<file path="src/rtl/gpio_irq_pkg.sv">
package gpio_irq_pkg;

   localparam logic [7:0] OFS_PIN_LEVEL = 8'h04;
   localparam logic [7:0] OFS_DIR       = 8'h08;
   localparam logic [7:0] OFS_OUT_SET   = 8'h10;
   localparam logic [7:0] OFS_OUT_CLR   = 8'h14;
   localparam logic [7:0] OFS_IRQ_EN    = 8'h20;
   localparam logic [7:0] OFS_RAW       = 8'h24;
   localparam logic [7:0] OFS_PENDING   = 8'h28;
   localparam logic [7:0] OFS_MASK      = 8'h2C;
   localparam logic [7:0] OFS_ACK       = 8'h30;
   localparam logic [7:0] OFS_METHOD    = 8'h34;
   localparam logic [7:0] OFS_DUAL      = 8'h38;
   localparam logic [7:0] OFS_POLARITY  = 8'h3C;

   typedef struct packed {
      logic dir;
      logic set;
      logic clr;
      logic en;
      logic mask;
      logic ack;
      logic method;
      logic dual;
      logic pol;
   } wr_strobe_t;

   function automatic wr_strobe_t decode_write(input logic [7:0] ofs, input logic we);
      wr_strobe_t s;
      s        = '0;
      s.dir    = we && (ofs == OFS_DIR);
      s.set    = we && (ofs == OFS_OUT_SET);
      s.clr    = we && (ofs == OFS_OUT_CLR);
      s.en     = we && (ofs == OFS_IRQ_EN);
      s.mask   = we && (ofs == OFS_MASK);
      s.ack    = we && (ofs == OFS_ACK);
      s.method = we && (ofs == OFS_METHOD);
      s.dual   = we && (ofs == OFS_DUAL);
      s.pol    = we && (ofs == OFS_POLARITY);
      return s;
   endfunction

endpackage

</file>
<file path="src/rtl/gpio_sync.sv">
module gpio_sync #(
   parameter int unsigned W      = 32,
   parameter int unsigned STAGES = 2
) (
   input  logic         clk,
   input  logic         rst_n,
   input  logic [W-1:0] d,
   output logic [W-1:0] q
);
   logic [STAGES-1:0][W-1:0] chain_q;

   generate
      for (genvar s = 0; s < STAGES; s++) begin : g_stage
         if (s == 0) begin : g_first
            always_ff @(posedge clk) begin
               if (!rst_n) chain_q[0] <= '0;
               else        chain_q[0] <= d;
            end
         end else begin : g_next
            always_ff @(posedge clk) begin
               if (!rst_n) chain_q[s] <= '0;
               else        chain_q[s] <= chain_q[s-1];
            end
         end
      end
   endgenerate

   assign q = chain_q[STAGES-1];
endmodule

</file>
<file path="src/rtl/gpio_event_detect.sv">
module gpio_event_detect #(
   parameter int unsigned W = 32
) (
   input  logic         clk,
   input  logic         rst_n,
   input  logic [W-1:0] lvl,
   input  logic [W-1:0] method,
   input  logic [W-1:0] dual,
   input  logic [W-1:0] pol,
   output logic [W-1:0] evt
);
   logic [W-1:0] prev_q;

   always_ff @(posedge clk) begin
      if (!rst_n) prev_q <= '0;
      else        prev_q <= lvl;
   end

   generate
      for (genvar p = 0; p < W; p++) begin : g_pin
         logic rise, fall, edge_hit, level_hit;
         always_comb begin
            rise      = lvl[p] & ~prev_q[p];
            fall      = ~lvl[p] & prev_q[p];
            if (dual[p])     edge_hit = rise | fall;
            else if (pol[p]) edge_hit = fall;
            else             edge_hit = rise;
            level_hit = pol[p] ? ~lvl[p] : lvl[p];
            evt[p]    = method[p] ? level_hit : edge_hit;
         end
      end
   endgenerate
endmodule

</file>
<file path="src/rtl/gpio_regs.sv">
module gpio_regs
   import gpio_irq_pkg::*;
#(
   parameter int unsigned PIN_N  = 32,
   parameter int unsigned DATA_W = 32,
   parameter int unsigned ADDR_W = 8
) (
   input  logic              clk,
   input  logic              rst_n,
   input  logic [ADDR_W-1:0] addr,
   input  logic              we,
   input  logic [DATA_W-1:0] wdata,
   output logic [DATA_W-1:0] rdata,
   input  logic [PIN_N-1:0]  lvl,
   input  logic [PIN_N-1:0]  evt,
   output logic [PIN_N-1:0]  dir_q,
   output logic [PIN_N-1:0]  out_q,
   output logic [PIN_N-1:0]  en_q,
   output logic [PIN_N-1:0]  mask_q,
   output logic [PIN_N-1:0]  raw_q,
   output logic [PIN_N-1:0]  method_q,
   output logic [PIN_N-1:0]  dual_q,
   output logic [PIN_N-1:0]  pol_q,
   output logic [PIN_N-1:0]  pending
);
   localparam int unsigned PAD_W = DATA_W - PIN_N;

   logic [7:0]       ofs;
   wr_strobe_t       stb;
   logic [PIN_N-1:0] wbits;
   logic [PIN_N-1:0] ack_bits;

   generate
      if (ADDR_W > 8) begin : g_wide
         logic upper_zero;
         assign upper_zero = (addr[ADDR_W-1:8] == '0);
         assign ofs = upper_zero ? addr[7:0] : 8'hFF;
      end else begin : g_narrow
         assign ofs = 8'(addr);
      end
   endgenerate

   assign stb      = decode_write(ofs, we);
   assign wbits    = wdata[PIN_N-1:0];
   assign ack_bits = stb.ack ? wbits : '0;
   assign pending  = raw_q & ~mask_q;

   always_ff @(posedge clk) begin
      if (!rst_n) begin
         dir_q    <= '0;
         out_q    <= '0;
         en_q     <= '0;
         mask_q   <= '0;
         raw_q    <= '0;
         method_q <= '0;
         dual_q   <= '0;
         pol_q    <= '0;
      end else begin
         if (stb.dir)    dir_q    <= wbits;
         if (stb.set)    out_q    <= out_q | wbits;
         if (stb.clr)    out_q    <= out_q & ~wbits;
         if (stb.en)     en_q     <= wbits;
         if (stb.mask)   mask_q   <= wbits;
         if (stb.method) method_q <= wbits;
         if (stb.dual)   dual_q   <= wbits;
         if (stb.pol)    pol_q    <= wbits;
         raw_q <= (raw_q | (evt & en_q)) & ~ack_bits;
      end
   end

   logic [PIN_N-1:0] sel;
   always_comb begin
      case (ofs)
         OFS_PIN_LEVEL: sel = lvl;
         OFS_DIR:       sel = dir_q;
         OFS_OUT_SET:   sel = out_q;
         OFS_OUT_CLR:   sel = out_q;
         OFS_IRQ_EN:    sel = en_q;
         OFS_RAW:       sel = raw_q;
         OFS_PENDING:   sel = pending;
         OFS_MASK:      sel = mask_q;
         OFS_METHOD:    sel = method_q;
         OFS_DUAL:      sel = dual_q;
         OFS_POLARITY:  sel = pol_q;
         default:       sel = '0;
      endcase
   end

   generate
      if (PAD_W > 0) begin : g_pad
         if (DATA_W > PIN_N) begin : g_unused
            logic unused_hi;
            assign unused_hi = ^wdata[DATA_W-1:PIN_N];
         end
         assign rdata = {{PAD_W{1'b0}}, sel};
      end else begin : g_full
         assign rdata = sel;
      end
   endgenerate
endmodule

</file>
<file path="src/rtl/gpio_irq_ctrl.sv">
module gpio_irq_ctrl #(
   parameter int unsigned PIN_N       = 32,
   parameter int unsigned DATA_W      = 32,
   parameter int unsigned ADDR_W      = 8,
   parameter int unsigned SYNC_STAGES = 2
) (
   input  logic              clk,
   input  logic              rst_n,
   input  logic [ADDR_W-1:0] bus_addr,
   input  logic              bus_we,
   input  logic [DATA_W-1:0] bus_wdata,
   output logic [DATA_W-1:0] bus_rdata,
   input  logic [PIN_N-1:0]  pin_i,
   output logic [PIN_N-1:0]  pin_oe_o,
   output logic [PIN_N-1:0]  pin_out_o,
   output logic              irq_o
);
   generate
      if (PIN_N < 1 || PIN_N > DATA_W) begin : g_bad_pins
         $error("PIN_N must lie between 1 and DATA_W");
      end
      if (SYNC_STAGES < 2) begin : g_bad_sync
         $error("SYNC_STAGES must be at least 2");
      end
      if (ADDR_W < 6) begin : g_bad_addr
         $error("ADDR_W must cover offset 0x3C");
      end
   endgenerate

   logic [PIN_N-1:0] lvl_s;
   logic [PIN_N-1:0] evt;
   logic [PIN_N-1:0] dir_q, out_q, en_q, mask_q, raw_q;
   logic [PIN_N-1:0] method_q, dual_q, pol_q, pending;

   gpio_sync #(.W(PIN_N), .STAGES(SYNC_STAGES)) u_sync (
      .clk   (clk),
      .rst_n (rst_n),
      .d     (pin_i),
      .q     (lvl_s)
   );

   gpio_event_detect #(.W(PIN_N)) u_detect (
      .clk    (clk),
      .rst_n  (rst_n),
      .lvl    (lvl_s),
      .method (method_q),
      .dual   (dual_q),
      .pol    (pol_q),
      .evt    (evt)
   );

   gpio_regs #(.PIN_N(PIN_N), .DATA_W(DATA_W), .ADDR_W(ADDR_W)) u_regs (
      .clk      (clk),
      .rst_n    (rst_n),
      .addr     (bus_addr),
      .we       (bus_we),
      .wdata    (bus_wdata),
      .rdata    (bus_rdata),
      .lvl      (lvl_s),
      .evt      (evt),
      .dir_q    (dir_q),
      .out_q    (out_q),
      .en_q     (en_q),
      .mask_q   (mask_q),
      .raw_q    (raw_q),
      .method_q (method_q),
      .dual_q   (dual_q),
      .pol_q    (pol_q),
      .pending  (pending)
   );

   assign pin_oe_o  = dir_q;
   assign pin_out_o = out_q;
   assign irq_o     = |pending;
endmodule

</file>
<file path="config.mk">
export PLATFORM = sky130hd
export DESIGN_NAME = gpio_irq_ctrl
export DESIGN_NICKNAME = d
export VERILOG_FILES = /design/src/rtl/gpio_irq_pkg.sv /design/src/rtl/gpio_sync.sv /design/src/rtl/gpio_event_detect.sv /design/src/rtl/gpio_regs.sv /design/src/rtl/gpio_irq_ctrl.sv
export SDC_FILE = /design/constraint.sdc
export NUM_CORES = 1
export LEC_CHECK = 0
export ABC_CLOCK_PERIOD_IN_PS = 4500
export BUFFER_PORTS_ARGS = -buffer_cell sky130_fd_sc_hd__buf_4
export CORE_MARGIN = 4
export CORE_UTILIZATION = 50
export DETAILED_ROUTE_END_ITERATION = 7
export PLACE_DENSITY = 0.76
export SLEW_MARGIN = 0
export SYNTH_ARGS = -nofsm -noshare
export SYNTH_HDL_FRONTEND = slang
export SYNTH_SLANG_ARGS = --single-unit
</file>
<file path="constraint.sdc">
create_clock -name clk -period 4.5 [get_ports clk]
set_input_delay 0.225 -clock clk [delete_from_list [all_inputs] [get_ports clk]]
set_output_delay 0.225 -clock clk [all_outputs]
set_load 0.005 [all_outputs]
</file>
==> impl_metrics.json, run 1 <==
{
  "most_instantiated_flip_flop_cell_in_the_synthesis_netlist": "dfxtp_1",
  "synth-async-reset-ratio_pct": 0,
  "finalNetCount": 2285,
  "worst-endpoint-required_ns": 4.28,
  "yosys_cell_types": 64,
  "floorplan.io_pins": 172,
  "cts_inserted_buffers": 38,
  "status": "finished, violations left",
  "final_common_cell": "nand2_1",
  "final_min_period_over_clock_period_pct": 71.9,
  "post_synth.cell_area_avg_um2": 8.47,
  "detailed_place_hpwl_um": 36700,
  "cts-root-buf": "clkbuf_16",
  "globalRoute.totalOverflow": 0,
  "ys_seq_area_share_pct": 41.1,
  "share_clk_of_total_power_pct": 48.2,
  "hold_path_class": "input port to flop",
  "combinationalPowerShare_pct": 6.1,
  "number_of_remaining_drc_errors": 0,
  "postSynthNetCount": 2161,
  "vias": 16201,
  "drt-total-wl_um": 59000,
  "final_antenna_violating_net_count": 0,
  "core-area_um2": 33700,
  "cap_viol_max_count": 0,
  "violated_checks": "hold timing",
  "global_route_total_usage_across_every_layer_pct": 30.5,
  "crit_type": "input port to primary output",
  "floorplan.initialDensity_pct": 50.8,
  "crit_arrival_ns": 3.01,
  "vias_per_cell": 6.18,
  "die_w_um": 193,
  "fillerInstances": 2876,
  "cts.reportedPaths.clkPinSlew_ns": 0.06,
  "setup-violations-final": 0,
  "post-synth-top-area-fraction_pct": 41.1,
  "grt_max_degree": 147,
  "post-cts-setup-buffer-count": 0,
  "global_route_wire_length_before_repair_um": 89200,
  "maxSlewHeadroom_pct": 11.6,
  "power.sequential.fraction_pct": 45.7,
  "setup.worst_path.end_class": "primary output",
  "power.ir.vdd_worst_mv": 0.237,
  "drive_above_1_share_pct": 16.0,
  "area.sequential_um2": 7050,
  "die_area_um2": 37300,
  "switchingPower_mw": 1.59,
  "netlist_instances": 2022,
  "synthTopCellsByArea": "dfxtp_1, nand2_1, a21oi_1, mux2i_1, ha_1",
  "fp.dieH_um": 193,
  "post_synth_instance_area_um2": 17100,
  "clock_tree_from_tritoncts": "done",
  "clock_path_buffers": 3,
  "layout_min_cycle_time_ns": 3.24,
  "unrepaired_setup_endpoints_after_global_routing": "false",
  "setup_tns_ns": 0,
  "initialDrtViolationCount": 2278,
  "synth_enable_flop_cells": 0,
  "port-buffer-count": 171,
  "fin_total_pwr_mw": 6.95,
  "route.detailed.wl_per_inst_um": 22.5,
  "first_global_vias": 15644,
  "initial_antenna_violation_count": 4,
  "cts-htree-levels": 2,
  "clock_sink_count": 352,
  "hold-worst-slack_ns": -0.00240,
  "timing_hold_violations_final": 2,
  "commonest_cells_after_routing_fill_and_taps_aside": "nand2_1, dfxtp_1, a21oi_1",
  "gpl.final_weighted_congestion": 0.922,
  "detail_route.first_pass.iterations": 7,
  "powerDensity_nw_per_um2": 341,
  "yosysWarnings": 0,
  "critPathMaxFanout": 30,
  "worst_skew_pair.late_latency_ns": 0.53,
  "switching_part_of_the_total_power_pct": 22.8,
  "worst_slew_pin_slew_ns": 1.32,
  "fmaxAchievable_mhz": 309,
  "ys_seq_elements": 352,
  "placement_rows": 67,
  "critical_path.startpoint_type": "input port",
  "p_int_mw": 5.37,
  "multi_input_area_um2": 8900,
  "fin_skew_ns": 0.0175,
  "slew_violations": 0,
  "synth.largest_area_cell": "dfxtp_1",
  "area.growth.synth_to_final_pct": 19.0,
  "p_leak_nw": 7.02
}
final cells by class:
cell class,instances,share of cell area (%)
clock buffer,52,5.42
tap,448,2.75
inverter,112,2.10
sequential,352,34.6
multi-input combinational,1380,43.7
clock inverter,14,1.11
antenna,1,0.0123
timing repair buffer,262,10.4
path summary, 6_finish.rpt:
path                                       from  depth (start not counted)                          end  slack, ns
hold / removal                    bus_wdata[18]                          2                         flop     -0.002
setup / recovery                    bus_addr[5]                          6                 bus_rdata[8]       1.26
hold reg to reg   u_sync.chain_q[16]$_SDFF_PN0_                          1      u_sync.q[16]$_SDFF_PN0_       0.43
setup reg to reg        u_sync.q[31]$_SDFF_PN0_                          6  u_regs.raw_q[31]$_SDFF_PN0_       2.93
per-stage QoR:
stage,setup slack (ns),area [um2],hold WS [ns],utilization [%],cells
2_1_floorplan,2.74,17100,0.352,-,2022
3_3_place_gp,1.52,18500,0.414,54.9,2500
3_5_place_dp,1.50,18500,0.417,54.9,2500
4_1_cts,1.50,20400,0.00119,60.5,2620
5_1_grt,1.28,20400,0.00143,60.5,2621
6_report,1.26,20400,-0.00240,60.5,2621
per-layer routing:
metal	global-route usage (%)	up-vias	wire [um]
met1	40.8	7654	23000
met2	47.3	1070	25700
li1	-	7240	-
met3	7.04	231	7260
met5	0	-	41
met4	14.1	6	3020
repair_timing:
item	CTS	global route
hold buffers	54	0
setup endpoints to repair	0	0
gates resized for setup	0	0
hold endpoints to repair	79	0
Yosys cell counts (all sizes together), types with 15 or more instances:
cell      n
nor2     61
ha       64
inv     112
nand3    15
nor2b    25
clkbuf  117
dfxtp   352
a32oi    23
nand2   442
and2     68
o211ai   38
buf      61
a221oi   39
a21oi   232
o22ai    17
a22oi    41
mux2i    94
a311oi   35
xnor2    32
worst max-delay path: stages:
cell and delay, ns:
buf_4 0.38, or4b_1 0.81, nor2_1 0.76, a221oi_1 0.21, o211ai_1 0.42, buf_4 0.20
power by group through the flow:
| stage | combinational [mW] | clock (mW) | sequential, mW |
|---|---|---|---|
| floorplan | 0.233 | 0 | 3.24 |
| global placement | 0.360 | 0 | 3.25 |
| detailed placement | 0.371 | 0 | 3.25 |
| CTS | 0.412 | 3.36 | 3.18 |
| global route | 0.448 | 3.50 | 3.18 |
| finish | 0.423 | 3.35 | 3.18 |
kinds of logic after synthesis:
group	Yosys count	share of synthesized area, %
buf+inv	290	7.12
simple gates	667	17.5
xor+xnor	32	1.64
compound gates	510	21.5
mux	107	6.35
flops	352	41.1
fa+ha+maj	64	4.68
flip-flops by register name, summed over array words and instances (netlist names), named ones only:
| signal | cells |
|---|---|
| u_detect.prev_q | 32 |
| u_regs.dir_q | 32 |
| u_regs.dual_q | 32 |
| u_regs.en_q | 32 |
| u_regs.mask_q | 32 |
| u_regs.method_q | 32 |
| u_regs.pol_q | 32 |
| u_regs.raw_q | 32 |
| u_sync.chain_q | 32 |
| u_sync.q | 32 |
Note: power is estimated with default switching activity, not from simulation.
==> run 2, diff against run 1 <==
Settings changed: ABC_AREA set to 1, ABC_CLOCK_PERIOD_IN_PS 4500 to 2700, PLACE_DENSITY 0.76 to 0.79.
Clock period 4.5 ns to 2.7 ns, I/O delays scaled along.
==> run 2 against run 1 <==
The run now ends clean. Sequential power rose by 67%. First-iteration DRC count decreased by 26%. Non-clock buffer count rose by 25. Area after synthesis is 7.5% higher. Final area rose by 7.6%. Synthesized cell count increased by 47%. Cell count grew 38%. Sequential cell count unchanged. Critical path type is now flop to primary output. Largest cell class unchanged.
==> impl_metrics.json, run 2 <==
{
  "postSynthNetCount": 3106,
  "floorplan.io_pins": 172,
  "final-instance-count-excl-fill": 3615,
  "first_global_vias": 18436,
  "cts-root-buf": "clkbuf_16",
  "grt_max_degree": 110,
  "critical_path.startpoint_type": "flop",
  "power.ir.vdd_worst_mv": 0.515,
  "min-delay-start": "rst_n",
  "timing_hold_violations_final": 0,
  "cap_viol_max_count": 0,
  "synthMostInstantiatedCell": "nand2_1",
  "cts-htree-levels": 2,
  "placement_rows": 70,
  "detailed_place_hpwl_um": 38200,
  "worst_slew_pin_slew_ns": 0.723,
  "finalNetCount": 3257,
  "gpl.final_weighted_congestion": 0.885,
  "cts.reportedPaths.clkPinSlew_ns": 0.06,
  "maxSlewHeadroom_pct": 51.8,
  "worstRegToRegCells": 7,
  "hold-worst-slack_ns": 0.0512,
  "setup_tns_ns": 0,
  "port-buffer-count": 171,
  "worst-endpoint-required_ns": 2.57,
  "setup-violations-final": 0,
  "yosys_cell_types": 22,
  "area.growth.synth_to_final_pct": 19.2,
  "dp_cells": 3482,
  "drt-total-wl_um": 59400,
  "powerDensity_nw_per_um2": 521,
  "post_synth.cell_area_avg_um2": 6.20,
  "worst_hold_path.num_cells": 3,
  "die_area_um2": 39900,
  "core-area_um2": 36400,
  "drive_above_1_share_pct": 9.92,
  "status": "completed",
  "vias": 19284,
  "ff2ff_setup_slack_ns": 1.25,
  "synth_enable_flop_cells": 0,
  "fin_total_pwr_mw": 11.4,
  "hold_path_class": "input port to flop",
  "die_w_um": 200,
  "vias_per_cell": 5.33,
  "clock_sink_count": 352,
  "p_leak_nw": 11.2,
  "cts_inserted_buffers": 38,
  "synth-async-reset-ratio_pct": 0,
  "final_design_area_no_fill_um2": 21900,
  "netlist_instances": 2967,
  "post-synth-top-area-fraction_pct": 38.3,
  "final_common_cell": "nand2_1",
  "area.sequential_um2": 7050,
  "crit_arrival_ns": 2.02,
  "route.detailed.wl_per_inst_um": 16.4,
  "postPlaceCellArea_um2": 20000,
  "synthTopCellsByArea": "dfxtp_1, nand2_1, nor2_1, inv_1, nand3_1",
  "setup.worst_path.end_class": "primary output",
  "multi_input_area_um2": 8910,
  "ctsResizeCount": 0,
  "detail_route.first_pass.iterations": 6,
  "yosysWarnings": 0,
  "clock_tree_from_tritoncts": "done",
  "commonest_cells_after_routing_fill_and_taps_aside": "nand2_1, nor2_1, inv_1",
  "final_min_period_over_clock_period_pct": 79.9,
  "synth_commonest_cells": "nand2_1, nor2_1, inv_1, dfxtp_1, nand3_1",
  "global_route_total_usage_across_every_layer_pct": 29.0,
  "initial_antenna_violation_count": 1,
  "worst_r2r_startpoint": "u_sync.q[14]$_SDFF_PN0_",
  "number_of_remaining_drc_errors": 0,
  "fin_skew_ns": 0.00829,
  "global_route_wire_length_before_repair_um": 93700,
  "layout_min_cycle_time_ns": 2.16,
  "most_instantiated_flip_flop_cell_in_the_synthesis_netlist": "dfxtp_1",
  "hold_end": "u_sync.chain_q[20]$_SDFF_PN0_",
  "ys_seq_elements": 352,
  "worst_skew_pair.late_latency_ns": 0.54,
  "ys_seq_area_share_pct": 38.3,
  "post_synth_instance_area_um2": 18400,
  "fmaxAchievable_mhz": 464,
  "final_antenna_violating_net_count": 0,
  "unrepaired_setup_endpoints_after_global_routing": "false",
  "initialDrtViolationCount": 1696,
  "critPathMaxFanout": 2,
  "fp.dieH_um": 200,
  "globalRoute.totalOverflow": 0,
  "clock_path_buffers": 3,
  "crit_type": "flop to primary output",
  "slew_violations": 0,
  "fillerInstances": 3375,
  "rr_endpoint": "u_regs.raw_q[14]$_SDFF_PN0_",
  "floorplan.initialDensity_pct": 50.5,
  "synth.largest_area_cell": "dfxtp_1"
}
## run 2: cell types whose count changed in the layout (fill, tap and decap cells not counted), sizes merged, moves of 39 or more
cell / delta
a21oi: -165
nand3: +297
inv: +349
and2: -68
mux2i: -94
nor2: +528
nand2: +247
o21ai: +207
a22oi: -41
a221oi: -39
## run 2: routing by layer
metal  part of all wire (%)  track usage (%)  wire [um]
met2                     47             49.4      27600
met1                     39             35.2      22900
met5                      0                0          0
met3                    9.2             5.07       5470
met4                    5.6             15.2       3350
## run 2: repair_timing
action | in CTS | in global routing
hold endpoints to repair | 287 | 0
buffers inserted | 0 | 0
hold buffers | 64 | 0
## run 2: stage by stage
| stage | setup slack [ns] | util, % |
|---|---|---|
| 6_report | 0.544 | 60.2 |
| 3_3_place_gp | 0.766 | 54.9 |
| 5_1_grt | 0.548 | 60.2 |
| 4_1_cts | 0.631 | 60.2 |
| 2_1_floorplan | 1.44 | - |
| 3_5_place_dp | 0.748 | 54.9 |
## run 2: final cells by class
cell class / count / share of cell area (%)
antenna: 1 / 0.0114
sequential: 352 / 32.1
tap: 468 / 2.67
clock inverter: 15 / 0.941
clock buffer: 53 / 4.92
timing repair buffer: 287 / 10.8
inverter: 461 / 7.89
multi-input combinational: 1978 / 40.6
## run 2: logic make-up after synthesis
| group | synth area share (%) |
|---|---|
| adders and majority gates | 4.35 |
| buffers and inverters | 13.5 |
| and+or+nand+nor | 36.2 |
| DFF | 38.3 |
| AOI/OAI and AO/OA | 7.67 |
## run 2: critical path: stages (launching register included)
cell,delay (ns)
dfxtp_1,0.33
inv_1,0.05
nand2_1,0.13
nand4_1,0.17
nor2_1,0.32
nand4_1,0.27
buf_4,0.22
## run 2: worst max-delay path by stage
stage | startpoint | end | slack [ns] | depth (start not counted)
finish | u_regs.mask_q[7]$_SDFFE_PN0P_ | irq_o | 0.54 | 6
global route | u_regs.mask_q[7]$_SDFFE_PN0P_ | irq_o | 0.55 | 6
CTS | u_regs.mask_q[7]$_SDFFE_PN0P_ | irq_o | 0.63 | 6
detailed placement | bus_addr[6] | bus_rdata[17] | 0.75 | 10
global placement | bus_addr[6] | bus_rdata[6] | 0.77 | 10
floorplan | bus_addr[6] | bus_rdata[5] | 1.44 | 9
## run 2: report_power, final
part / switching [mW] / internal (mW)
Sequential: 0.0451 / 5.26
Clock: 2.17 / 3.27
Combinational: 0.434 / 0.254
